**src/rtl/rmw_adapter.sv**
```systemverilog
`timescale 1ns/1ps
module rmw_adapter #(
  parameter int AW      = 8,
  parameter int DW      = 32,
  parameter int MAX_OUT = 2
) (
  input  logic              clk_i,
  input  logic              rst_ni,
  input  logic              hreq_valid_i,
  output logic              hreq_ready_o,
  input  logic [2:0]        hreq_op_i,
  input  logic [AW-1:0]     hreq_addr_i,
  input  logic [DW/8-1:0]   hreq_mask_i,
  input  logic [DW-1:0]     hreq_data_i,
  input  logic              err_in_i,
  output logic              hrsp_valid_o,
  input  logic              hrsp_ready_i,
  output logic [DW-1:0]     hrsp_data_o,
  output logic              hrsp_err_o,
  output logic              mreq_valid_o,
  input  logic              mreq_ready_i,
  output logic [2:0]        mreq_op_o,
  output logic [AW-1:0]     mreq_addr_o,
  output logic [DW/8-1:0]   mreq_mask_o,
  output logic [DW-1:0]     mreq_data_o,
  input  logic              mrsp_valid_i,
  output logic              mrsp_ready_o,
  input  logic [DW-1:0]     mrsp_data_i,
  input  logic              mrsp_err_i
);
  localparam int NB = DW / 8;
  localparam int CW = $clog2(MAX_OUT + 1);
  localparam logic [2:0] OP_PUT_FULL = 3'd0;
  localparam logic [2:0] OP_PUT_PART = 3'd1;
  localparam logic [2:0] OP_GET      = 3'd4;
  localparam logic [1:0] ST_PASS = 2'd0;
  localparam logic [1:0] ST_WAIT = 2'd1;
  localparam logic [1:0] ST_WB   = 2'd2;

  logic [1:0]    state_q, state_d;
  logic [CW-1:0] cnt_q;
  logic [AW-1:0] addr_q;
  logic [NB-1:0] mask_q;
  logic [DW-1:0] wdata_q, rdata_q, merged;

  logic is_wr, partial, stall, room, rmw_start;
  logic host_ack, mem_a_ack, mem_d_ack, rd_wait, in_wb;

  assign is_wr     = (hreq_op_i == OP_PUT_FULL) | (hreq_op_i == OP_PUT_PART);
  assign partial   = hreq_valid_i & is_wr & ~(&hreq_mask_i);
  assign stall     = state_q != ST_PASS;
  assign in_wb     = state_q == ST_WB;
  assign room      = cnt_q < CW'(MAX_OUT);
  assign rmw_start = partial & ~err_in_i & ~stall;
  assign rd_wait   = (state_q == ST_WAIT) & (cnt_q == CW'(1));

  assign host_ack  = hreq_valid_i & hreq_ready_o;
  assign mem_a_ack = mreq_valid_o & mreq_ready_i;
  assign mem_d_ack = mrsp_valid_i & mrsp_ready_o;

  for (genvar i = 0; i < NB; i++) begin : g_merge
    assign merged[i*8 +: 8] = mask_q[i] ? wdata_q[i*8 +: 8] : rdata_q[i*8 +: 8];
  end

  assign hreq_ready_o = mreq_ready_i & ~stall & room;
  assign mreq_valid_o = in_wb | (hreq_valid_i & ~stall & room);
  assign mreq_op_o    = in_wb ? OP_PUT_FULL : (rmw_start ? OP_GET : hreq_op_i);
  assign mreq_addr_o  = in_wb ? addr_q : hreq_addr_i;
  assign mreq_mask_o  = in_wb ? {NB{1'b1}} : hreq_mask_i;
  assign mreq_data_o  = in_wb ? merged : hreq_data_i;

  assign mrsp_ready_o = hrsp_ready_i | rd_wait;
  assign hrsp_valid_o = mrsp_valid_i & ~rd_wait;
  assign hrsp_data_o  = mrsp_data_i;
  assign hrsp_err_o   = mrsp_err_i;

  always_comb begin
    state_d = state_q;
    unique case (state_q)
      ST_PASS: if (rmw_start && host_ack) state_d = ST_WAIT;
      ST_WAIT: if (mem_d_ack && rd_wait)  state_d = ST_WB;
      ST_WB:   if (mem_a_ack)             state_d = ST_PASS;
      default: state_d = ST_PASS;
    endcase
  end

  always_ff @(posedge clk_i or negedge rst_ni) begin
    if (!rst_ni) begin
      state_q <= ST_PASS;
      cnt_q   <= '0;
      addr_q  <= '0;
      mask_q  <= '0;
      wdata_q <= '0;
      rdata_q <= '0;
    end else begin
      state_q <= state_d;
      if (mem_a_ack && !mem_d_ack)      cnt_q <= cnt_q + CW'(1);
      else if (!mem_a_ack && mem_d_ack) cnt_q <= cnt_q - CW'(1);
      if (rmw_start && host_ack) begin
        addr_q  <= hreq_addr_i;
        mask_q  <= hreq_mask_i;
        wdata_q <= hreq_data_i;
      end
      if (mem_d_ack && rd_wait) rdata_q <= mrsp_data_i;
    end
  end
endmodule

```
**config.mk**
```make
export PLATFORM = sky130hd
export DESIGN_NAME = rmw_adapter
export DESIGN_NICKNAME = d
export VERILOG_FILES = /design/src/rtl/rmw_adapter.sv
export SDC_FILE = /design/constraint.sdc
export NUM_CORES = 1
export LEC_CHECK = 0
export BUFFER_PORTS_ARGS = -buffer_cell sky130_fd_sc_hd__buf_2
export CAP_MARGIN = 15
export CORE_MARGIN = 2
export CORE_UTILIZATION = 53
export CTS_CLUSTER_DIAMETER = 60
export DETAILED_ROUTE_END_ITERATION = 8
export PLACE_DENSITY = 0.85
export RECOVER_POWER = 50
export SLEW_MARGIN = 30
export SYNTH_ARGS = -nofsm -noshare
export SYNTH_HDL_FRONTEND = slang
export SYNTH_SLANG_ARGS = --single-unit
```
**constraint.sdc**
```tcl
create_clock -name clk_i -period 3.05 [get_ports clk_i]
set_clock_uncertainty 0.2 [all_clocks]
set_input_delay 0.1525 -clock clk_i [delete_from_list [all_inputs] [get_ports clk_i]]
set_output_delay 0.1525 -clock clk_i [all_outputs]
set_load 0.005 [all_outputs]
```
==> results of run 1 <==
## cells by family (layout without fill, tap and decap cells)
logic type / Yosys count / count (layout) / share of synthesized area
and+or+nand+nor: 56 / 56 / 0.0688
xor gates and xnor gates: 2 / 2 / 0.00406
AOI/OAI and AO/OA: 37 / 37 / 0.0435
adders and majority gates: 2 / 2 / 0.00580
buffers and inverters: 56 / 270 / 0.0856
DFF: 80 / 80 / 0.464
muxes: 116 / 116 / 0.328
## flip-flops by register name, indices dropped and copies added, names as in the netlist
register,cells
wdata_q,32
cnt_q,2
addr_q,8
state_q,2
mask_q,4
rdata_q,32
## worst paths after layout
check / endpoint / cells past startpoint / slack [ns] / from
setup / recovery: mreq_data_o[7] / 4 / 0.63 / state_q[0]$_DFFE_PN0P_
hold / removal: cnt_q[0]$_DFFE_PN0P_ / 4 / 0.08 / mrsp_valid_i
setup reg to reg: wdata_q[22]$_DFFE_PN0P_ / 4 / 0.79 / state_q[1]$_DFFE_PN0P_
hold reg to reg: cnt_q[0]$_DFFE_PN0P_ / 1 / 0.29 / cnt_q[0]$_DFFE_PN0P_
max in group asynchronous: addr_q[0]$_DFFE_PN0P_ / 2 / 0.79 / rst_ni
min in group asynchronous: rdata_q[18]$_DFFE_PN0P_ / 2 / 0.70 / rst_ni
## per-stage QoR
| stage | power, mW | std cells | instance area, um^2 |
|---|---|---|---|
| after floorplan | 2.82 | 349 | 4310 |
| after global placement | 3.15 | 571 | 4970 |
| after detailed placement | 3.24 | 571 | 4970 |
| after CTS | 4.07 | 665 | 5940 |
| after global routing | 4.33 | 665 | 5900 |
| final | 4.07 | 665 | 5900 |
## layer usage
metal,GRT usage,up-vias,wire length (um),part of all wire
met5,0,-,0,0
met2,0.486,133,6000,0.53
met1,0.282,1654,4410,0.39
met3,0.0482,26,571,0.051
li1,-,1588,-,-
met4,0.0978,0,233,0.021
## worst max-delay path, delay by kind of cell (launching register included)
kind | cells | cell delay (ns)
buf+inv | 2 | 0.45
flops | 1 | 0.45
simple gates | 1 | 0.60
compound gates | 1 | 0.21
## cell type report
cell class	instances	area [um^2]
timing repair buffer	251	1630
multi-input combinational	213	1940
sequential	80	2000
clock inverter	6	60.1
fill	505	1910
clock buffer	10	128
tap	102	128
inverter	3	11.3
## cells in the final DEF (no fill, tap or decap), drive strengths merged, types with 2 or more instances in the layout
cell | Yosys | routed
buf | 45 | 140
mux2 | 84 | 84
dfrtp | 80 | 80
dlygate4sd3 | 0 | 78
clkbuf | 8 | 43
o21ai | 35 | 35
nand2 | 35 | 35
mux2i | 32 | 32
nand2b | 5 | 5
nor2b | 4 | 4
and2 | 3 | 3
inv | 3 | 3
clkinv | 0 | 3
xnor2 | 2 | 2
ha | 2 | 2
clkinvlp | 0 | 2
nand4 | 2 | 2
## report_power, final
group	switching, mW	internal (mW)	total [mW]
logic	0.533	0.932	1.47
clock network	0.372	0.374	0.746
registers	0.348	1.51	1.86
total	1.25	2.82	4.07
==> metrics.md, run 1 <==
| Metric | Value |
|---|---|
| Mapped Cells | `around 350` |
| Post-Syn Nets | `438` |
| Io pins | `between 150 and 200` |
| Number of synthesized flops with an enable pin | `0` |
| Clock buffer depth | `2` |
| First-pass GRT wire length | `approximately 18 mm` |
| DRT Wirelength | `roughly 11 mm` |
| Sink Count | `80` |
| CP startpoint kind | `register` |
| Vias in the first global route | `3703` |
| Post-layout utilization of the core | `0.755` |
| Area leader, netlist | `dfrtp_1` |
| RePlAce Congestion | `0.779` |
| Crit path max-delay cell type | `or2b_2` |
| FFs w/ async S/R, synth | `1.00` |
| P_leak | `roughly 3.0 nW` |
| Via count | `approximately 3400` |
| Setup TNS Final | `0 ns` |
| Tmin final | `2.42 ns` |
| Global Route Usage Sum | `0.257` |
| Global route overflow | `0` |
| # resized after CTS | `0` |
| Post-synthesis cell type count | `28` |
| Area share of the largest cell type after synthesis | `0.464` |
| Yosys reg bits | `80` |
| Synth Cell Area | `about 0.0043 mm^2` |
| Initial antenna violation count | `0` |
| Site row count | `32` |
| Max incr delay on CP | `approximately 0.6 ns` |
| Core Region | `0.00781 mm^2` |
| Data required, critical path | `~2.7 ns` |
| Fin. Hold Viols | `0` |
| Synth Flop Type | `dfrtp_1` |
| Routed Antenna Nets | `0` |
| Inserted Diodes | `0` |
| Die Span Y | `about 94 um` |
| Status | `complete, but fails checks` |
| Crit path cell chain | `or2b_2 > buf_12 > o21ai_0 > buf_2` |
| Worst IR Drop VDD | `roughly 0.35 mV` |
| Hold_buf cts | `78` |
| H-tree depth | `3` |
| Endpoint class of the critical path | `primary output` |
| TritonCTS Buffers | `9` |
| Tightest Pin Transition | `1.95 ns` |
| Syn_area_per_cell | `roughly 12 um^2` |
| Largest net degree at the start of global routing | `81` |
| Max_slew headroom | `-0.301` |
| Final WS setup | `~0.63 ns` |
| Failing checks | `capacitance limit, slew limit` |
| Type of the tightest min-delay check | `in -> reg` |
| Reg clk slew, reported paths | `~0.08 ns` |
| Register area share after synthesis | `0.464` |
| Area grow syn2layout | `36.8%` |
| Critical path arrival | `approximately 2.1 ns` |
| Initial core utilization | `0.552` |
| Post-DP HPWL | `6.74 mm` |
| Yosys warns | `0` |
| Layout cells sized above 1 | `0.435` |
| Hold WS | `between 0.07 and 0.08 ns` |
| Synth cell count leaders | `dfrtp_1 (80), mux2_2 (45), mux2_4 (39)` |
| 1st-iter DRT viols | `91` |
| DRC violations left | `0` |
| Final period util | `0.794` |
| Critical path class | `reg -> out` |
| Largest cells by area after synthesis | `dfrtp_1 (46%), mux2_4 (14%), mux2_2 (12%)` |
| I/O Buffers | `168` |
| Total die area | `slightly below 0.009 mm^2` |
| CTS tree | `yes` |
| Unrepaired setup endpoints after global routing | `no` |
| Most common cell in the netlist | `dfrtp_1` |
| Setup violations, final | `0` |
| Post-CTS setup buffer count | `0` |
| CP max FO | `41` |
| Max_cap viols | `1` |
| Nets | `647` |
| Post-Place Setup Slack | `around 1.0 ns` |
| PD cells | `between 600 and 700 mW/mm^2` |
| Via density | `a little over 5` |
| Clk Tree Root Cell | `clkbuf_8` |
| Wire per inst | `roughly 17 um` |
| Chip width | `about 94 um` |
| Slew Limit Fails | `between 80 and 90` |
| First-pass DRT Iterations | `4` |
| Fmax | `~0.41 GHz` |
| Clk Latency, worst-skew pair | `~0.33 ns` |
(Power assumes the default switching activity.)
==> run 2, diff against run 1 <==
--- a/config.mk
+++ b/config.mk
@@ -8,10 +8,10 @@
 export BUFFER_PORTS_ARGS = -buffer_cell sky130_fd_sc_hd__buf_2
 export CAP_MARGIN = 15
 export CORE_MARGIN = 2
-export CORE_UTILIZATION = 53
+export CORE_UTILIZATION = 44
 export CTS_CLUSTER_DIAMETER = 60
 export DETAILED_ROUTE_END_ITERATION = 8
-export PLACE_DENSITY = 0.85
+export PLACE_DENSITY = 0.75
 export RECOVER_POWER = 50
 export SLEW_MARGIN = 30
 export SYNTH_ARGS = -nofsm -noshare
==> constraint.sdc (replaced) <==
create_clock -name clk_i -period 1.95 [get_ports clk_i]
set_clock_uncertainty 0.2 [all_clocks]
set_input_delay 0.0975 -clock clk_i [delete_from_list [all_inputs] [get_ports clk_i]]
set_output_delay 0.0975 -clock clk_i [all_outputs]
set_load 0.005 [all_outputs]
==> run 2 against run 1 <==
Compared with the run above: worst hold slack improved by 0.0050 ns; cell count rose by 6.6%; first-iteration DRC count fell by 33%; worst setup slack got worse by 0.66 ns; sequential cell count did not move; cell area rose by 7.2%; clock-buffer cell count rose by 1; clock power rose by 90%; the flow finishes with violations (setup timing); combinational power rose by 75%.
==> metrics.md, run 2 (synthesis results as in run 1) <==
| Metric | Value |
|---|---|
| Io pins | `171` |
| Crit path max-delay cell type | `dfrtp_2` |
| Setup violations, final | `7` |
| Commonest cells after routing, fill and taps aside | `buf_2 (142), dlygate4sd3_1 (80), dfrtp_1 (78)` |
| Nets | `660` |
| Slew Limit Fails | `0` |
| RePlAce Congestion | `slightly below 0.8` |
| Status | `complete, but fails checks` |
| Initial antenna violation count | `0` |
| DRT Wirelength | `11.3 mm` |
| First-pass DRT Iterations | `4` |
| Core Region | `roughly 0.0096 mm^2` |
| Unrepaired setup endpoints after global routing | `yes` |
| Clock Power Share | `0.206` |
| CP startpoint kind | `register` |
| Clk Latency, worst-skew pair | `0.34 ns` |
| 1st-iter DRT viols | `61` |
| Max_cap viols | `0` |
| Final WS setup | `-0.0334 ns` |
| TritonCTS Buffers | `9` |
| Footprint of the multi-input gates | `between 0.002 and 0.0025 mm^2` |
| Most common cell after layout, fill and taps aside | `buf_2` |
| Fmax | `between 0.5 and 0.6 GHz` |
| Tightest Pin Transition | `~1.1 ns` |
| Die Span Y | `103 um` |
| CP max FO | `10` |
| Fin. Hold Viols | `0` |
| Via density | `~4.9` |
| Layout cells sized above 1 | `0.486` |
| Chip width | `103 um` |
| Final period util | `1.02` |
| Initial core utilization | `0.447` |
| Endpoint class of the critical path | `primary output` |
| Type of the tightest min-delay check | `in -> reg` |
| Largest net degree at the start of global routing | `42` |
| Biggest regs | `rdata_q x32, wdata_q x32, addr_q x8` |
| I/O Buffers | `168` |
| DRC violations left | `0` |
| Via count | `~3400` |
| Worst IR Drop VDD | `0.562 mV` |
| CTS tree | `yes` |
| Failing checks | `setup timing` |
| Hold WS | `0.0847 ns` |
| Area grow syn2layout | `46.6%` |
| Crit path cell chain | `or2b_4 > buf_12 > mux2_2 > buf_2` |
| Switching Fraction | `0.302` |
| H-tree depth | `3` |
| Post-layout utilization of the core | `0.656` |
| Net switching power | `2.08 mW` |
| Wire per inst | `~16 um` |
| First-pass GRT wire length | `16.9 mm` |
| Max_slew headroom | `0.297` |
| Combinational Power Share | `0.372` |
| Max incr delay on CP | `about 0.43 ns` |
| PD cells | `between 1000 and 1500 mW/mm^2` |
| Clock buffer depth | `2` |
| Critical path class | `reg -> out` |
| Global Route Usage Sum | `0.207` |
| Tmin final | `slightly below 2 ns` |
| Global route overflow | `0` |
| Clk Tree Root Cell | `clkbuf_8` |
| Critical path arrival | `1.69 ns` |
| Filler instances | `740` |
| Vias in the first global route | `around 3500` |
| Reg area | `about 0.0020 mm^2` |
| Total die area | `between 0.01 and 0.015 mm^2` |
| Sink Count | `80` |
| Internal Pwr Total | `between 4 and 5 mW` |
| Data required, critical path | `between 1.5 and 2 ns` |
| Inserted Diodes | `0` |
| P_leak | `around 3.2 nW` |
| Sequential share of power | `0.422` |
| Routed Antenna Nets | `0` |
| Site row count | `36` |
| Reg clk slew, reported paths | `0.09 ns` |
| Post-DP HPWL | `between 6 and 7 mm` |
run 2: power by group through the flow:
stage	clock [mW]	combinational, mW	sequential [mW]
final	1.42	2.57	2.91
after global routing	1.53	2.79	3.01
after CTS	1.46	2.43	2.90
after detailed placement	0	2.16	2.92
after global placement	0	2.07	2.90
after floorplan	0	1.74	2.66
run 2: path summary, 6_finish.rpt:
check                           cells after the start  slack, ns                    from                 endpoint
worst max-delay path                                4      -0.03  state_q[1]$_DFFE_PN0P_           mreq_addr_o[4]
worst min-delay path                                4       0.08            hrsp_ready_i     cnt_q[0]$_DFFE_PN0P_
worst max register to register                      5       0.11  state_q[1]$_DFFE_PN0P_  wdata_q[24]$_DFFE_PN0P_
worst min register to register                      1       0.29    cnt_q[0]$_DFFE_PN0P_     cnt_q[0]$_DFFE_PN0P_
max in group asynchronous                           3       0.34                  rst_ni  rdata_q[19]$_DFFE_PN0P_
min in group asynchronous                           2       0.27                  rst_ni   rdata_q[3]$_DFFE_PN0P_
run 2: cell type report:
class	instances	share of cell area
inverter	3	0.00178
clock buffer	11	0.0240
sequential	80	0.317
tap	133	0.0263
multi-input combinational	213	0.317
clock inverter	5	0.0137
timing repair buffer	264	0.301
run 2: per-layer routing:
layer,up-vias,track usage,wire length [um]
li1,1626,-,-
met1,1699,0.229,4490
met2,101,0.388,6110
met3,20,0.0434,467
met4,0,0.0779,233
met5,-,0,0
run 2: worst max-delay path: cells and delay by family, from the launching register on:
family / cells / cell delay, ns
buffers and inverters: 2 / 0.29
AND/OR/NAND/NOR: 1 / 0.27
multiplexers: 1 / 0.35
flip-flops: 1 / 0.43
run 2: per-stage QoR:
stage / power, mW / TNS, ns / setup slack, ns / cell area [um^2] / instances
after floorplan: 4.40 / 0 / 0.151 / 4310 / 349
after global placement: 4.97 / 0 / 0.157 / 5070 / 603
after detailed placement: 5.08 / 0 / 0.103 / 5070 / 603
after CTS: 6.79 / -0.209 / -0.0419 / 6220 / 703
after global routing: 7.33 / -1.41 / -0.0784 / 6320 / 709
final: 6.91 / -0.106 / -0.0334 / 6320 / 709
run 2: timing repair:
action,CTS,global route
pin swaps,0,6
setup buffers,2,3
endpoints found under the setup margin,43,44
cloned,2,3
endpoints found under the hold margin,159,0
hold buffers,80,0
gates resized for setup,21,20
==> run 3, diff against run 2 <==
--- a/config.mk
+++ b/config.mk
@@ -5,7 +5,7 @@
 export SDC_FILE = /design/constraint.sdc
 export NUM_CORES = 1
 export LEC_CHECK = 0
-export BUFFER_PORTS_ARGS = -buffer_cell sky130_fd_sc_hd__buf_2
+export BUFFER_PORTS_ARGS = -buffer_cell sky130_fd_sc_hd__clkbuf_2
 export CAP_MARGIN = 15
 export CORE_MARGIN = 2
 export CORE_UTILIZATION = 44
==> run 3 against run 2 <==
Compared with the run above: the run still ends with setup timing left; utilization rose by 1.1 points; die area did not move; global-route usage rose by 1.1 points; power rose by 1.8%; largest power group unchanged.
==> metrics.md, run 3 (synthesis results as in run 1) <==
| Metric | Value |
|---|---|
| Status | `complete, but fails checks` |
| Failing checks | `setup timing` |
| 1st-iter DRT viols | `66` |
| Worst Hold Depth | `4` |
| Post-DP HPWL | `6.81 mm` |
| Dpl cells | `~610` |
| Global Route Usage Sum | `0.218` |
| Setup violations, final | `66` |
| CTS tree | `yes` |
| Largest net degree at the start of global routing | `43` |
| Clk Latency, worst-skew pair | `between 0.3 and 0.4 ns` |
| Endpoint class of the critical path | `primary output` |
| Filler instances | `755` |
| Via density | `slightly below 5` |
| Reg2reg setup slack | `-0.05 ns` |
| Reg2reg start | `state_q[1]$_DFFE_PN0P_` |
| Sink Count | `80` |
| Type of the tightest min-delay check | `in -> reg` |
| Initial core utilization | `0.447` |
| Total die area | `0.0106 mm^2` |
| PD cells | `approximately 1100 mW/mm^2` |
| I/O Buffers | `about 170` |
| Chip width | `between 100 and 150 um` |
| Routed Antenna Nets | `0` |
| Tmin final | `approximately 2 ns` |
| Fmax | `roughly 0.49 GHz` |
| Unrepaired setup endpoints after global routing | `yes` |
| Final period util | `1.04` |
| Core Region | `0.00964 mm^2` |
| P_leak | `3.28 nW` |
| Via count | `around 3500` |
| Fin. Hold Viols | `0` |
| Reg clk slew, reported paths | `about 0.08 ns` |
| RePlAce Congestion | `a little under 0.8` |
| CP top delay family | `buffers and inverters` |
| Worst IR Drop VDD | `around 0.58 mV` |
| Biggest regs | `rdata_q x32, wdata_q x32, addr_q x8` |
| R2R Path End | `wdata_q[24]$_DFFE_PN0P_` |
| Initial antenna violation count | `0` |
| Area grow syn2layout | `49.2%` |
| Crit path cell chain | `buf_6 > or2b_4 > buf_4 > buf_12 > o21ai_2 > clkbuf_2` |
| Vias in the first global route | `around 3600` |
| Most common cell after layout, fill and taps aside | `clkbuf_2` |
| Setup TNS Final | `-2.74 ns` |
| First-pass DRT Iterations | `4` |
| H-tree depth | `3` |
| Clk Tree Root Cell | `clkbuf_8` |
| Inserted Diodes | `0` |
| WHS Endpoint | `cnt_q[0]$_DFFE_PN0P_` |
| Global route overflow | `0` |
| Max incr delay on CP | `~0.38 ns` |
| Layout cells sized above 1 | `0.531` |
| Buffers & Inverters on Critical Path | `4` |
| CP max FO | `8` |
| DRT Wirelength | `roughly 12 mm` |
| TritonCTS Buffers | `9` |
| Crit path max-delay cell type | `dfrtp_1` |
| First-pass GRT wire length | `around 17 mm` |
| Wire per inst | `~17 um` |
| Max_slew headroom | `0.295` |
| Slew Limit Fails | `0` |
| Max_cap viols | `0` |
| DRC violations left | `0` |
| Final WS setup | `-0.0777 ns` |
| CP startpoint kind | `register` |
| Critical path arrival | `~1.7 ns` |
| Site row count | `36` |
| Non-Filler Instances | `about 700` |
| Die Span Y | `103 um` |
| Io pins | `171` |
| Commonest cells after routing, fill and taps aside | `clkbuf_2 (135), dlygate4sd3_1 (80), dfrtp_1 (79)` |
| Tightest Pin Transition | `1.06 ns` |
| Data required, critical path | `approximately 1.7 ns` |
| Reg2reg path depth | `6` |
| Post-layout utilization of the core | `0.667` |
| Nets | `around 660` |
| Hold wc startpoint | `hrsp_ready_i` |
| Critical path class | `reg -> out` |
| Clock buffer depth | `2` |
==> run 3: cell type report <==
cell class                      instances  area (um^2)  share of cell area
Clock buffer                           10          138              0.0214
Tap cell                              133          166              0.0259
Multi-Input combinational cell        213         2090               0.326
Timing Repair Buffer                  268         1930               0.299
Clock inverter                          6         92.6              0.0144
Inverter                                3         11.3             0.00175
Sequential cell                        80         2000               0.312
==> run 3: worst max path at each step <==
stage,start,endpoint,slack [ns],cells after the start
2_1_floorplan,state_q[1]$_DFFE_PN0P_,mask_q[0]$_DFFE_PN0P_,0.15,4
3_3_place_gp,state_q[0]$_DFFE_PN0P_,wdata_q[20]$_DFFE_PN0P_,0.14,4
3_5_place_dp,state_q[0]$_DFFE_PN0P_,wdata_q[10]$_DFFE_PN0P_,0.09,4
4_1_cts,state_q[1]$_DFFE_PN0P_,mreq_addr_o[6],-0.09,5
5_1_grt,state_q[1]$_DFFE_PN0P_,mreq_data_o[24],-0.17,6
6_report,state_q[1]$_DFFE_PN0P_,mreq_data_o[23],-0.08,6
==> run 3: worst min-delay path, stage by stage <==
cell      delay, ns
clkbuf_2       0.08
o21ai_0        0.16
ha_1           0.18
xnor2_1        0.07
==> run 3: timing repair <==
| item | in CTS | in global routing |
|---|---|---|
| hold buffers | 80 | 0 |
| gates cloned | 4 | 1 |
| endpoints found under the setup margin | 47 | 52 |
| buffers inserted | 6 | 2 |
| gates resized for setup | 68 | 33 |
| pin swaps | 14 | 4 |
| hold endpoints to repair | 159 | 0 |
==> run 3: power breakdown <==
group / switching [mW] / internal (mW)
Sequential: 0.550 / 2.37
Clock: 0.617 / 0.760
Combinational: 1.04 / 1.69
==> run 3: metrics by stage <==
step	power, mW	setup WS [ns]	cell area (um^2)	hold slack (ns)
2_1_floorplan	4.40	0.151	4310	-0.398
3_3_place_gp	4.98	0.145	5060	-0.0864
3_5_place_dp	5.09	0.0927	5060	-0.0676
4_1_cts	6.99	-0.0894	6390	0.0565
5_1_grt	7.44	-0.166	6430	0.0977
6_report	7.03	-0.0777	6430	0.0761
==> run 3: routing by layer <==
layer,vias to the layer above,global-route usage,part of all wire
li1,1640,-,-
met3,19,0.0502,0.047
met2,120,0.390,0.53
met1,1713,0.256,0.41
met4,0,0.0759,0.018
met5,-,0,0
